===== src/rtl/mbp_pkg.sv =====
package mbp_pkg;
  typedef enum logic [1:0] {ST_IDLE, ST_ADDR, ST_STRB, ST_HOLD} mbp_state_e;

  // map a configured phase length to a timer preload (0 and 1 both give one cycle)
  function automatic logic [3:0] phase_preload(input logic [3:0] len);
    return (len == 4'd0) ? 4'd0 : len - 4'd1;
  endfunction
endpackage


===== src/rtl/mbp_phase_timer.sv =====
module mbp_phase_timer #(
  parameter int CNT_W = 4
) (
  input  logic             clk,
  input  logic             rst,
  input  logic             load,
  input  logic [CNT_W-1:0] load_val,
  output logic             last
);
  logic [CNT_W-1:0] cnt_q;

  always_ff @(posedge clk) begin
    if (rst)             cnt_q <= '0;
    else if (load)       cnt_q <= load_val;
    else if (cnt_q != 0) cnt_q <= cnt_q - 1'b1;
  end

  assign last = (cnt_q == '0);
endmodule


===== src/rtl/mbp_upper_track.sv =====
module mbp_upper_track #(
  parameter int UW = 16
) (
  input  logic          clk,
  input  logic          rst,
  input  logic          clear,
  input  logic          load,
  input  logic [UW-1:0] load_val,
  input  logic [UW-1:0] cmp_val,
  output logic          differ
);
  logic          valid_q;
  logic [UW-1:0] upper_q;

  always_ff @(posedge clk) begin
    if (rst) begin
      valid_q <= 1'b0;
      upper_q <= '0;
    end else if (clear) begin
      valid_q <= 1'b0;
    end else if (load) begin
      valid_q <= 1'b1;
      upper_q <= load_val;
    end
  end

  assign differ = !valid_q || (upper_q != cmp_val);

  // once the latch contents are unknown, the next byte access must latch again
  assert_clear_forces_latch_R3: assert property (@(posedge clk) disable iff (rst)
    clear |=> differ);
endmodule


===== src/rtl/mbp_pin_drive.sv =====
module mbp_pin_drive import mbp_pkg::*; #(
  parameter int ADDR_W = 24,
  parameter int DATA_W = 16
) (
  input  mbp_state_e        state,
  input  logic              write,
  input  logic              wide,
  input  logic [ADDR_W-1:0] addr,
  input  logic [DATA_W-1:0] wdata,
  input  logic              ale_low,
  output logic [DATA_W-1:0] bus_out,
  output logic [1:0]        bus_oe,
  output logic              rd_n,
  output logic              wr_n,
  output logic              ale
);
  localparam int BYTE_W = DATA_W / 2;

  logic ale_act;
  logic [DATA_W-1:0] data_word;
  logic [1:0]        data_oe;

  // data-phase lane contents: a byte access carries the low address byte upstairs
  always_comb begin
    if (wide) begin
      data_word = write ? wdata : '0;
      data_oe   = write ? 2'b11 : 2'b00;
    end else begin
      data_word = {addr[BYTE_W-1:0], (write ? wdata[BYTE_W-1:0] : {BYTE_W{1'b0}})};
      data_oe   = {1'b1, write};
    end
  end

  always_comb begin
    bus_out = '0;
    bus_oe  = 2'b00;
    rd_n    = 1'b1;
    wr_n    = 1'b1;
    ale_act = 1'b0;
    unique case (state)
      ST_ADDR: begin
        ale_act = 1'b1;
        bus_oe  = 2'b11;
        bus_out = wide ? addr[DATA_W-1:0] : addr[ADDR_W-1:BYTE_W];
      end
      ST_STRB: begin
        bus_out = data_word;
        bus_oe  = data_oe;
        rd_n    = write;
        wr_n    = !write;
      end
      ST_HOLD: begin
        bus_out = data_word;
        bus_oe  = data_oe;
      end
      default: ;
    endcase
    ale = ale_act ^ ale_low;
  end
endmodule


===== src/rtl/mux_bus_port.sv =====
module mux_bus_port import mbp_pkg::*; #(
  parameter int ADDR_W = 24,
  parameter int DATA_W = 16,
  parameter int CNT_W  = 4
) (
  input  logic              clk,
  input  logic              rst,
  input  logic              cfg_flag_mode,
  input  logic              cfg_ale_low,
  input  logic [CNT_W-1:0]  cfg_addr_cycles,
  input  logic [CNT_W-1:0]  cfg_strobe_cycles,
  input  logic [CNT_W-1:0]  cfg_hold_cycles,
  input  logic              req_valid,
  output logic              req_ready,
  input  logic              req_write,
  input  logic              req_wide,
  input  logic [ADDR_W-1:0] req_addr,
  input  logic [DATA_W-1:0] req_wdata,
  output logic              done,
  output logic [DATA_W-1:0] rdata,
  input  logic [DATA_W-1:0] bus_in,
  output logic [DATA_W-1:0] bus_out,
  output logic [1:0]        bus_oe,
  output logic              rd_n,
  output logic              wr_n,
  output logic              ale
);
  localparam int BYTE_W  = DATA_W / 2;
  localparam int UPPER_W = ADDR_W - BYTE_W;

  mbp_state_e state_q, state_d;
  logic              wr_q, wide_q;
  logic [ADDR_W-1:0] addr_q;
  logic [DATA_W-1:0] wdata_q;
  logic              accept, tmr_load, tmr_last, strobe_end, differ;
  logic [CNT_W-1:0]  tmr_val;
  logic              cur_wr, cur_wide;
  logic [ADDR_W-1:0] cur_addr;
  logic [DATA_W-1:0] cur_wdata;
  logic [DATA_W-1:0] pin_out;
  logic [1:0]        pin_oe;
  logic              pin_rd_n, pin_wr_n, pin_ale;

  assign req_ready = (state_q == ST_IDLE) && !cfg_flag_mode;
  assign accept    = req_valid && req_ready;

  // ----- sequencer -----
  always_comb begin
    state_d    = state_q;
    tmr_load   = 1'b0;
    tmr_val    = '0;
    strobe_end = 1'b0;
    unique case (state_q)
      ST_IDLE: if (accept) begin
        tmr_load = 1'b1;
        if (req_wide || differ) begin
          state_d = ST_ADDR;
          tmr_val = phase_preload(cfg_addr_cycles);
        end else begin
          state_d = ST_STRB;
          tmr_val = phase_preload(cfg_strobe_cycles);
        end
      end
      ST_ADDR: if (tmr_last) begin
        state_d  = ST_STRB;
        tmr_load = 1'b1;
        tmr_val  = phase_preload(cfg_strobe_cycles);
      end
      ST_STRB: if (tmr_last) begin
        state_d    = ST_HOLD;
        tmr_load   = 1'b1;
        tmr_val    = phase_preload(cfg_hold_cycles);
        strobe_end = 1'b1;
      end
      ST_HOLD: if (tmr_last) state_d = ST_IDLE;
      default: state_d = ST_IDLE;
    endcase
    if (cfg_flag_mode) begin
      state_d    = ST_IDLE;
      strobe_end = 1'b0;
    end
  end

  always_ff @(posedge clk) begin
    if (rst) begin
      state_q <= ST_IDLE;
      wr_q    <= 1'b0;
      wide_q  <= 1'b0;
      addr_q  <= '0;
      wdata_q <= '0;
    end else begin
      state_q <= state_d;
      if (accept) begin
        wr_q    <= req_write;
        wide_q  <= req_wide;
        addr_q  <= req_addr;
        wdata_q <= req_wdata;
      end
    end
  end

  assign cur_wr    = accept ? req_write : wr_q;
  assign cur_wide  = accept ? req_wide  : wide_q;
  assign cur_addr  = accept ? req_addr  : addr_q;
  assign cur_wdata = accept ? req_wdata : wdata_q;

  mbp_phase_timer #(.CNT_W(CNT_W)) u_timer (
    .clk(clk), .rst(rst), .load(tmr_load), .load_val(tmr_val), .last(tmr_last)
  );

  mbp_upper_track #(.UW(UPPER_W)) u_track (
    .clk      (clk),
    .rst      (rst),
    .clear    ((accept && req_wide) || (cfg_flag_mode && state_q != ST_IDLE)),
    .load     (accept && !req_wide),
    .load_val (req_addr[ADDR_W-1:BYTE_W]),
    .cmp_val  (req_addr[ADDR_W-1:BYTE_W]),
    .differ   (differ)
  );

  mbp_pin_drive #(.ADDR_W(ADDR_W), .DATA_W(DATA_W)) u_pins (
    .state(state_d), .write(cur_wr), .wide(cur_wide), .addr(cur_addr),
    .wdata(cur_wdata), .ale_low(cfg_ale_low),
    .bus_out(pin_out), .bus_oe(pin_oe), .rd_n(pin_rd_n), .wr_n(pin_wr_n), .ale(pin_ale)
  );

  // ----- registered pin and result outputs -----
  always_ff @(posedge clk) begin
    if (rst) begin
      bus_out <= '0;
      bus_oe  <= 2'b00;
      rd_n    <= 1'b1;
      wr_n    <= 1'b1;
      ale     <= 1'b0;
      done    <= 1'b0;
      rdata   <= '0;
    end else begin
      bus_out <= pin_out;
      bus_oe  <= pin_oe;
      rd_n    <= pin_rd_n;
      wr_n    <= pin_wr_n;
      ale     <= pin_ale;
      done    <= strobe_end;
      if (strobe_end && !wr_q)
        rdata <= wide_q ? bus_in : {{BYTE_W{1'b0}}, bus_in[BYTE_W-1:0]};
    end
  end

  // ----- assertions -----
  assert_one_strobe_R5: assert property (@(posedge clk) disable iff (rst)
    !(!rd_n && !wr_n));

  assert_read_releases_bus_R6: assert property (@(posedge clk) disable iff (rst)
    !rd_n |-> !bus_oe[0]);

  assert_done_single_R7: assert property (@(posedge clk) disable iff (rst)
    done |=> !done);

  assert_done_after_strobe_R7: assert property (@(posedge clk) disable iff (rst)
    $rose(done) |-> $past(!rd_n || !wr_n));

  assert_flag_quiet_R9: assert property (@(posedge clk) disable iff (rst)
    (!$past(rst) && $past(cfg_flag_mode)) |->
      (rd_n && wr_n && bus_oe == 2'b00 && ale == $past(cfg_ale_low)));

  assert_ready_when_idle_R11: assert property (@(posedge clk) disable iff (rst)
    req_ready |-> (rd_n && wr_n));
endmodule


===== config.mk =====
export PLATFORM = sky130hd
export DESIGN_NAME = mux_bus_port
export DESIGN_NICKNAME = d
export VERILOG_FILES = /design/src/rtl/mbp_pkg.sv /design/src/rtl/mbp_phase_timer.sv /design/src/rtl/mbp_upper_track.sv /design/src/rtl/mbp_pin_drive.sv /design/src/rtl/mux_bus_port.sv
export SDC_FILE = /design/constraint.sdc
export NUM_CORES = 1
export LEC_CHECK = 0
export ABC_AREA = 0
export BUFFER_PORTS_ARGS = -buffer_cell sky130_fd_sc_hd__buf_2
export CORE_MARGIN = 3
export CORE_UTILIZATION = 45
export DETAILED_ROUTE_END_ITERATION = 8
export PLACE_DENSITY = 0.68
export SYNTH_ARGS = -nofsm -noshare
export SYNTH_HDL_FRONTEND = slang
export SYNTH_SLANG_ARGS = --single-unit

===== constraint.sdc =====
create_clock -name clk -period 7 [get_ports clk]
set_clock_uncertainty 0.05 [all_clocks]
set_input_delay 0.35 -clock clk [delete_from_list [all_inputs] [get_ports clk]]
set_output_delay 0.35 -clock clk [all_outputs]
set_load 0.1 [all_outputs]

==> run metrics, run 1 <==
Tmin final between 3 and 4 ns; Starting Density between 40% and 50%; LEAKAGE about 2.4 nW; most frequent cell after synthesis nand2_1; Syn Nets between 700 and 800; fin util 54.1%; share of layout cells above drive strength 1 23.1%; leading area contributor after synthesis dfxtp_1; aggregate routed wire length between 10 and 15 mm; WL/cell roughly 15 um; post-CTS setup buffer count 0; gr usage total about a fifth; cell area after layout between 5000 and 6000 um^2; combinational share of power 19.3%; Syn-to-layout area delta 16.6%; die area roughly 13000 um^2; status finished clean; ANT nets after route 0; clk root buf clkbuf_8; CP required 7.21 ns; Int Pwr 876 uW; Critical Path Start Type flip-flop; CTS buffer count 9; Sw Pwr between 300 and 400 uW; fmax 283 MHz; setup TNS 0 ns; Post-synth top cells nand2_1, dfxtp_1, a21oi_1; Hold Path End rdata[2]; slew margin rel. between 10% and 20%; Die X approximately 110 um; CP Capture Type flip-flop; Core Footprint approximately 11000 um^2; final setup fails 0; clock latency at the later pin of the worst-skew pair approximately 0.37 ns; final net count roughly 800; Reg2Reg Depth 8; Yosys top cell area share about two fifths; DRC 0; kind of critical path reg -> reg; Num Clock Sinks ~100; hold path start bus_in[2]; Core Rows 38; largest cells by area after synthesis dfxtp_1, nand2_1, a21oi_1; register area share after synthesis roughly two fifths; grt ovf 0; fin crit share just over 50%; DR pass1 iterations 5; Max-Cap Viols 0; Syn. warnings 0; #FFs+latches synth 103; power density over the cells about 220 nW/um^2; Synth Instances 619; Area after DPL about 5700 um^2; post-cts sizing count 0; H-tree depth 3; Final Hold Vio Count 0; Slew @ Worst Pin about 1.2 ns; Netlist cell types 48; reg-to-reg startpoint state_q[0]; Critical Path Fanout Max 61; Data arrival, critical path 3.74 ns; vias post-DR around 4600; Detail Placement HPWL about 9.3 mm; Hold-fix buffers, CTS 0; vias in the first global route 4309; Power, Total approximately 1.3 mW; Mean Syn Cell Area between 8 and 9 um^2; largest net degree at the start of global routing 86; Vias/cell about 5.3; Max Buffers Root-to-Sink 2; FF-to-FF setup slack between 3 and 4 ns; first-pass GRT wire length roughly 21 mm; IO Port Bufs approximately 110; hold path cells 3; cell area after synthesis 5060 um^2; Die Ht between 100 and 150 um; Max VDD drop approximately 0.13 mV; number of flops mapped to enable cells by yosys 0; IO Pins between 100 and 150; RSZ-0062 raised after global routing false; clock slew at reported path FFs approximately 0.11 ns; Final Max Slew Viols 0; Reg-to-Reg End bus_out[14]; Sw Share a little under a third; Reg power frac 49.0%; CTS tree yes; ys flop type dfxtp_1; async set or reset register ratio after synthesis 0%; antenna cells 0; initial DRC count 280; HP Class in -> reg; GP Congestion between 0.9 and 1; clock share of power 31.6%; antenna violations before repair 0
[cell type report]
cell class | instances | area (um^2)
clock inverter | 7 | 88.8
sequential | 103 | 2060
inverter | 16 | 60.1
timing repair buffer | 118 | 603
fill | 1055 | 4990
tap | 140 | 175
multi-input combinational | 462 | 2780
clock buffer | 9 | 124
[registers in the layout (all words and copies together), names as in the netlist]
name	cells
rd_n	1
wdata_q	16
done	1
u_track.valid_q	1
wr_q	1
ale	1
addr_q	24
rdata	16
bus_oe	2
u_timer.cnt_q	4
u_track.upper_q	16
bus_out	16
state_q	2
wr_n	1
wide_q	1
[per-layer routing]
metal	part of all wire, %	track usage, %	up-vias
met5	0	0	-
met4	2.2	7.29	0
met2	47	33.5	124
li1	-	-	2298
met3	5.3	3.53	24
met1	45	26.6	2107
[power groups by stage]
stage / registers (mW) / logic, mW / clock network (mW)
finish: 0.625 / 0.247 / 0.403
global route: 0.628 / 0.273 / 0.430
CTS: 0.625 / 0.246 / 0.414
detailed placement: 0.639 / 0.245 / 0
global placement: 0.638 / 0.240 / 0
floorplan: 0.655 / 0.158 / 0
[kinds of logic (layout without fill, tap and decap cells)]
family          count (synthesis)  count (layout)  share of synthesized area, %
buf+inv                        54             150                          4.33
xor+xnor                       18              18                          3.56
simple gates                  248             248                          21.4
flops                         103             103                          40.8
compound gates                132             132                          16.3
mux                            52              52                          10.7
fa+ha+maj                      12              12                          2.97
[through the flow]
step	hold WS [ns]	setup WS [ns]	std cells
floorplan	0.386	3.61	619
global placement	0.388	3.66	839
detailed placement	0.393	3.47	839
CTS	0.138	3.47	855
global route	0.135	3.14	855
finish	0.148	3.47	855
[critical path, stage by stage, from the launching register on]
cell and delay [ns]:
dfxtp_1 0.37, inv_1 0.12, ha_1 0.25, and3b_2 0.56
buf_4 0.61, mux2i_1 1.04, nor3_1 0.14, a21oi_1 0.17
o22ai_1 0.09
[layout by cell type, fill, tap and decap left out, types with 8 or more instances in the layout]
cell	Yosys	final
a21oi_1	84	84
buf_2	4	113
clkbuf_8	0	9
dfxtp_1	103	103
ha_1	12	12
inv_1	16	16
mux2_2	15	15
mux2i_1	37	37
nand2_1	124	124
nand3_1	12	12
nor2_1	62	62
nor3_1	16	15
o21ai_0	9	9
o22ai_1	11	11
o32a_1	9	9
xor2_1	8	8
[how the worst max path moves through the flow]
stage | from | endpoint | slack [ns]
after floorplan | state_q[0] | u_track.upper_q[10] | 3.61
after global placement | state_q[0] | bus_out[15] | 3.66
after detailed placement | state_q[0] | bus_out[14] | 3.47
after CTS | state_q[0] | bus_out[14] | 3.47
after global routing | state_q[0] | bus_out[14] | 3.14
final | state_q[0] | bus_out[14] | 3.47
Note: power is estimated with default switching activity, not from simulation.
==> inputs of run 2 (changes only) <==
--- a/config.mk
+++ b/config.mk
@@ -5,12 +5,12 @@
 export SDC_FILE = /design/constraint.sdc
 export NUM_CORES = 1
 export LEC_CHECK = 0
-export ABC_AREA = 0
+export ABC_AREA = 1
 export BUFFER_PORTS_ARGS = -buffer_cell sky130_fd_sc_hd__buf_2
 export CORE_MARGIN = 3
 export CORE_UTILIZATION = 45
 export DETAILED_ROUTE_END_ITERATION = 8
-export PLACE_DENSITY = 0.68
+export PLACE_DENSITY = 0.69
 export SYNTH_ARGS = -nofsm -noshare
 export SYNTH_HDL_FRONTEND = slang
 export SYNTH_SLANG_ARGS = --single-unit
==> constraint.sdc (replaced) <==
create_clock -name clk -period 3.29 [get_ports clk]
set_clock_uncertainty 0.05 [all_clocks]
set_input_delay 0.1645 -clock clk [delete_from_list [all_inputs] [get_ports clk]]
set_output_delay 0.1645 -clock clk [all_outputs]
set_load 0.1 [all_outputs]
==> run 2 against run 1 <==
Combinational power increased to 3.0 times the previous value; global-route usage increased by 0.77 points; hold slack got worse by 0.13 ns; critical path depth increased by 4; flip-flop and latch count unchanged; die area decreased by 3.3%; non-clock buffer count increased by 18; critical path type unchanged.
==> run metrics, run 2 <==
WL/cell 13.7 um (-9.4%); CP required 3.53 ns (-3.68 ns); Post-synth top cells dfxtp_1, nand2_1, nor2_1; Largest register FFs 24 (unchanged); Die Ht 110 um (-1.6%); Max Buffers Root-to-Sink 2 (unchanged); setup TNS 0 ns (unchanged); Slew @ Worst Pin 0.823 ns (-0.372 ns); antenna violations before repair 0 (unchanged); Biggest register addr_q; die area 12100 um^2 (-3.3%); post-CTS setup buffer count 0 (unchanged); IO Pins 114 (unchanged); share of layout cells above drive strength 1 22.4% (-0.68 points); LEAKAGE 2.71 nW (+13%); met2 Use GR 35.5% (+2.0 points); Critical Path Start Type flip-flop; DRC 0 (unchanged); GR Util met1 26.4% (-0.16 points); Final Hold Vio Count 0 (unchanged); most common cell after layout, fill and taps aside buf_2; #FFs+latches synth 103 (unchanged); Yosys top cell area share 42.2% (+1.5 points); RSZ-0062 raised after global routing false; number of flops mapped to enable cells by yosys 0 (unchanged); final net count 859 (+7.8%); ys flop type dfxtp_1; vias in the first global route 4379 (+1.6%); clock latency at the later pin of the worst-skew pair 0.37 ns (about the same); slew margin rel. 45.1% (+27 points); Tmin final 2.67 ns (-0.855 ns); Critical Path Fanout Max 34 (-44%); CP top delay family buffers and inverters; first-pass GRT wire length 20.1 mm (-4.0%); gr busiest metal met2; post-cts sizing count 0 (unchanged); largest net degree at the start of global routing 79 (-8.1%); Syn-to-layout area delta 19.2%; IO Port Bufs 113 (unchanged); Max-Cap Viols 0 (unchanged); Num Clock Sinks 103 (unchanged); Synth Instances 659 (+6.5%); Largest stage delay, worst path 0.35 ns (-0.69 ns); fillcell total 976 (-7.5%); Final Max Slew Viols 0 (unchanged); Crit-path slowest cell dfxtp_1; met3 Use GR 5.30% (+1.8 points); H-tree depth 3 (unchanged); register area share after synthesis 42.2% (+1.5 points); Crit path top cell by count inv_1; HP Class in -> reg; antenna cells 0 (unchanged); Core Footprint 10400 um^2 (-4.3%); Data arrival, critical path 2.91 ns (-0.83 ns); DR pass1 iterations 5 (unchanged); Starting Density 46.9% (+0.43 points); gr usage total 21.0% (+0.77 points); hold_ws 0.0136 ns (-0.134 ns); Core Rows 37 (-2.6%); Die X 110 um (-1.6%); cell area after synthesis 4880 um^2 (-3.4%); most frequent cells in the layout buf_2, dfxtp_1, nand2_1; GP Congestion 0.915 (+1.5%); fin crit share 81.2% (+31 points); fmax 374 MHz (+32%); Multi-input gate area 2370 um^2 (-15%); ANT nets after route 0 (unchanged); vias post-DR 4622 (+1.5%); Vias/cell 5.06 (-4.9%); final setup fails 0 (unchanged); CP Capture Type flip-flop; Mean Syn Cell Area 7.41 um^2 (-9.3%); power density over the cells 487 nW/um^2 (+120%); CP Buf/Inv Count 4 (+2); kind of critical path reg -> reg; Max VDD drop 0.269 mV (+100%); Netlist cell types 38 (-21%); most frequent cell after synthesis dfxtp_1; async set or reset register ratio after synthesis 0% (unchanged); leading area contributor after synthesis dfxtp_1; CTS buffer count 9 (unchanged); Syn Nets 746 (+5.7%); clock slew at reported path FFs 0.10 ns (about the same); CTS tree yes; Detail Placement HPWL 8.83 mm (-5.2%); register area 2060 um^2 (unchanged); clk root buf clkbuf_8; Syn. warnings 0 (unchanged); aggregate routed wire length 12.5 mm (-3.3%); worst-path cell chain inv_1, ha_1, inv_1, nor2_4, nand2_4, inv_4, o21ai_4, inv_2, nand2_1, o22ai_1, nand3_1, a21oi_1; initial DRC count 296 (+5.7%); status finished clean; largest cells by area after synthesis dfxtp_1, nand2_1, nor2_1; grt ovf 0 (unchanged)
## run 2: path summary, 6_finish.rpt
kind                startpoint           to  slack (ns)  cells after the start
setup / recovery    state_q[1]  bus_out[13]        0.62                     12
hold / removal    req_wdata[6]   wdata_q[6]        0.01                      3
setup reg to reg    state_q[1]  bus_out[13]        0.62                     12
hold reg to reg      rdata[14]    rdata[14]        0.42                      2
## run 2: metal layers
layer	part of all wire, %	up-vias
met4	2.0	0
met2	49	152
met1	43	2094
met3	6.6	23
met5	0	-
li1	-	2353
## run 2: logic make-up after synthesis
logic type,after synthesis,share of synthesized area [%]
flip-flops,103,42.2
XOR/XNOR,8,1.44
multiplexers,18,3.69
adder cells (fa/ha/maj),12,3.08
AND/OR/NAND/NOR,280,25.3
buffers and inverters,104,9.30
AO/OA/AOI/OAI,134,15.0
## run 2: what timing repair did
action | in CTS | in global routing
hold endpoints to repair | 17 | 0
hold buffers | 17 | 0
endpoints found under the setup margin | 0 | 0
## run 2: stage by stage
| stage | area (um^2) | worst slack [ns] | utilization (%) | instances | total power, mW |
|---|---|---|---|---|---|
| after floorplan | 4880 | 0.967 | - | 659 | 1.94 |
| after global placement | 5470 | 0.818 | 52.6 | 880 | 2.09 |
| after detailed placement | 5470 | 0.665 | 52.6 | 880 | 2.11 |
| after CTS | 5820 | 0.621 | 55.9 | 913 | 2.85 |
| after global routing | 5820 | 0.270 | 55.9 | 913 | 3.00 |
| final | 5820 | 0.617 | 55.9 | 913 | 2.83 |
## run 2: layout make-up
type / instances / share of cell area [%]
multi-input cells: 452 / 40.7
clock buffers: 10 / 2.19
clock inverters: 6 / 0.796
inverters: 70 / 4.56
repair buffers: 136 / 13.4
well taps: 136 / 2.92
flip-flops and latches: 103 / 35.4
## run 2: tightest hold or removal path, stage by stage
cell,delay (ns)
buf_2,0.08
mux2i_1,0.08
nor2_1,0.08
## run 2: power by group
group / total (mW) / switching [mW] / internal (mW)
clock: 0.726 / 0.446 / 0.279
combinational: 0.739 / 0.500 / 0.239
sequential: 1.37 / 0.0363 / 1.33
total: 2.83 / 0.982 / 1.85
==> inputs of run 3 (changes only) <==
--- a/config.mk
+++ b/config.mk
@@ -10,7 +10,7 @@
 export CORE_MARGIN = 3
 export CORE_UTILIZATION = 45
 export DETAILED_ROUTE_END_ITERATION = 8
-export PLACE_DENSITY = 0.69
+export PLACE_DENSITY = 0.71
 export SYNTH_ARGS = -nofsm -noshare
 export SYNTH_HDL_FRONTEND = slang
 export SYNTH_SLANG_ARGS = --single-unit
==> constraint.sdc (replaced) <==
create_clock -name clk -period 2.18 [get_ports clk]
set_clock_uncertainty 0.05 [all_clocks]
set_input_delay 0.109 -clock clk [delete_from_list [all_inputs] [get_ports clk]]
set_output_delay 0.109 -clock clk [all_outputs]
set_load 0.1 [all_outputs]
==> run 3 against run 2 <==
Routed wire length up 4.1%; register-to-register slack got worse by 0.53 ns; cell count up 3.5%; critical path depth grew 1; count of clock-buffer cells in the layout fell by 1; clock power up 57%; critical path type unchanged.
==> run metrics, run 3 (same netlist as run 2, synthesis figures left out) <==
Crit-path slowest cell dfxtp_2; first-pass GRT wire length 20.8 mm (+3.9%); CTS buffer count 9 (unchanged); most frequent cells in the layout buf_2, dfxtp_1, nand2_1; antenna cells 0 (unchanged); cell area after layout 6170 um^2 (+6.0%); hold_ws 0.0200 ns (+0.00636 ns); reg-to-reg startpoint state_q[0]; H-tree depth 3 (unchanged); grt ovf 0 (unchanged); Max-Cap Viols 0 (unchanged); Reg2Reg Depth 13 (+1); share of layout cells above drive strength 1 24.1% (+1.7 points); Largest stage delay, worst path 0.36 ns (about the same); WL/cell 13.8 um (+0.60%); Vias/cell 5.08 (+0.31%); antenna violations before repair 0 (unchanged); worst-path cell chain inv_2, ha_4, inv_2, nor2_4, nand2_4, buf_4, a21oi_1, nand2_2, nand2_4, buf_4, nand2_1, nor3_2, nand2_1; Syn-to-layout area delta 26.3%; Hold Path End u_track.upper_q[11]; IO Port Bufs 113 (unchanged); FF-to-FF setup slack 0.09 ns (-0.53 ns); vias post-DR 4799 (+3.8%); RSZ-0062 raised after global routing true; hold path cells 3 (unchanged); CP Capture Type flip-flop; Core Footprint 10400 um^2 (unchanged); Tmin final 2.09 ns (-0.583 ns); Core Rows 37 (unchanged); GR Util met1 28.6% (+2.2 points); Num Clock Sinks 103 (unchanged); clk root buf clkbuf_8; Die Ht 110 um (unchanged); Area after DPL 5580 um^2 (+1.9%); gr busiest metal met2; kind of critical path reg -> reg; clock slew at reported path FFs 0.10 ns (about the same); aggregate routed wire length 13.0 mm (+4.1%); DRC 0 (unchanged); largest net degree at the start of global routing 34 (-57%); Power, Total 4.42 mW (+56%); final setup fails 0 (unchanged); Data arrival, critical path 2.30 ns (-0.61 ns); gr usage total 21.6% (+0.66 points); Final Hold Vio Count 0 (unchanged); most common cell after layout, fill and taps aside buf_2; Detail Placement HPWL 9.30 mm (+5.3%); status finished clean; Reg-to-Reg End wr_n; met3 Use GR 4.37% (-0.93 points); power density over the cells 717 nW/um^2 (+47%); CP required 2.39 ns (-1.14 ns); Max VDD drop 0.365 mV (+36%); ANT nets after route 0 (unchanged); met2 Use GR 35.2% (-0.26 points); final net count 891 (+3.7%); LEAKAGE 2.88 nW (+5.9%); Largest register FFs 24 (unchanged); Starting Density 46.9% (unchanged); Final Max Slew Viols 0 (unchanged); vias in the first global route 4504 (+2.9%); slew margin rel. 56.3% (+11 points); Critical Path Fanout Max 19 (-44%); DR pass1 iterations 4 (-1); clock latency at the later pin of the worst-skew pair 0.37 ns (about the same); Slew @ Worst Pin 0.655 ns (-0.168 ns); fin crit share 95.8% (+15 points); die area 12100 um^2 (unchanged); Max Buffers Root-to-Sink 2 (unchanged); fin util 59.2% (+3.4 points); HP Class in -> reg; GP Congestion 0.861 (-5.9%); Biggest register addr_q; hold path start req_addr[19]; CTS tree yes; fmax 479 MHz (+28%); initial DRC count 287 (-3.0%); IO Pins 114 (unchanged); Critical Path Start Type flip-flop; Die X 110 um (unchanged)
==> run 3: cell types whose count changed in the layout (fill, tap and decap cells not counted), sizes merged <==
cell         previous run  this run
inv                    69        70
dlygate4sd3            17        38
clkinvlp                4         2
buf                   119       129
clkinv                  3         5
==> run 3: metrics by stage <==
stage                     setup TNS (ns)  setup WS, ns  cells
after floorplan                    -1.07       -0.0719    659
after global placement                 0        0.0444    888
after detailed placement               0        0.0519    888
after CTS                              0        0.0220    942
after global routing             -0.0100      -0.00736    945
final                                  0        0.0909    945
==> run 3: cell type report <==
type / instances / area, um^2
fill: 945 / 4250
multi-input combinational: 452 / 2380
sequential: 103 / 2060
timing repair buffer: 168 / 1100
inverter: 70 / 270
tap: 136 / 170
clock buffer: 9 / 124
clock inverter: 7 / 57.6
==> run 3: worst max path at each step <==
stage	start	end	slack, ns	cells past startpoint
after floorplan	state_q[0]	bus_out[15]	-0.07	13
after global placement	state_q[0]	bus_out[4]	0.04	11
after detailed placement	state_q[0]	bus_out[2]	0.05	11
after CTS	state_q[0]	bus_out[4]	0.02	11
after global routing	state_q[0]	wr_n	-0.007	13
final	state_q[0]	wr_n	0.09	13
==> run 3: critical path: cells and delay by family, from the launching register on <==
| kind | cells | cell delay (ns) |
|---|---|---|
| and+or+nand+nor | 7 | 0.73 |
| DFF | 1 | 0.36 |
| AOI/OAI and AO/OA | 1 | 0.16 |
| adders and majority gates | 1 | 0.13 |
| buffers and inverters | 4 | 0.54 |
==> run 3: layer usage <==
layer | wire (um) | vias up
li1 | - | 2425
met1 | 5850 | 2181
met2 | 6180 | 164
met3 | 690 | 29
met4 | 312 | 0
met5 | 0 | -
==> run 3: timing repair <==
item                                   CTS  global route
hold buffers                            38             0
setup endpoints to repair                0            15
resized for setup                        0             9
buffers inserted                         0             3
endpoints found under the hold margin   38             0
==> run 3: where the power goes <==
group / switching [mW] / internal, mW / total [mW]
Clock: 0.707 / 0.430 / 1.14
Combinational: 0.781 / 0.441 / 1.22
Sequential: 0.0556 / 2.01 / 2.06
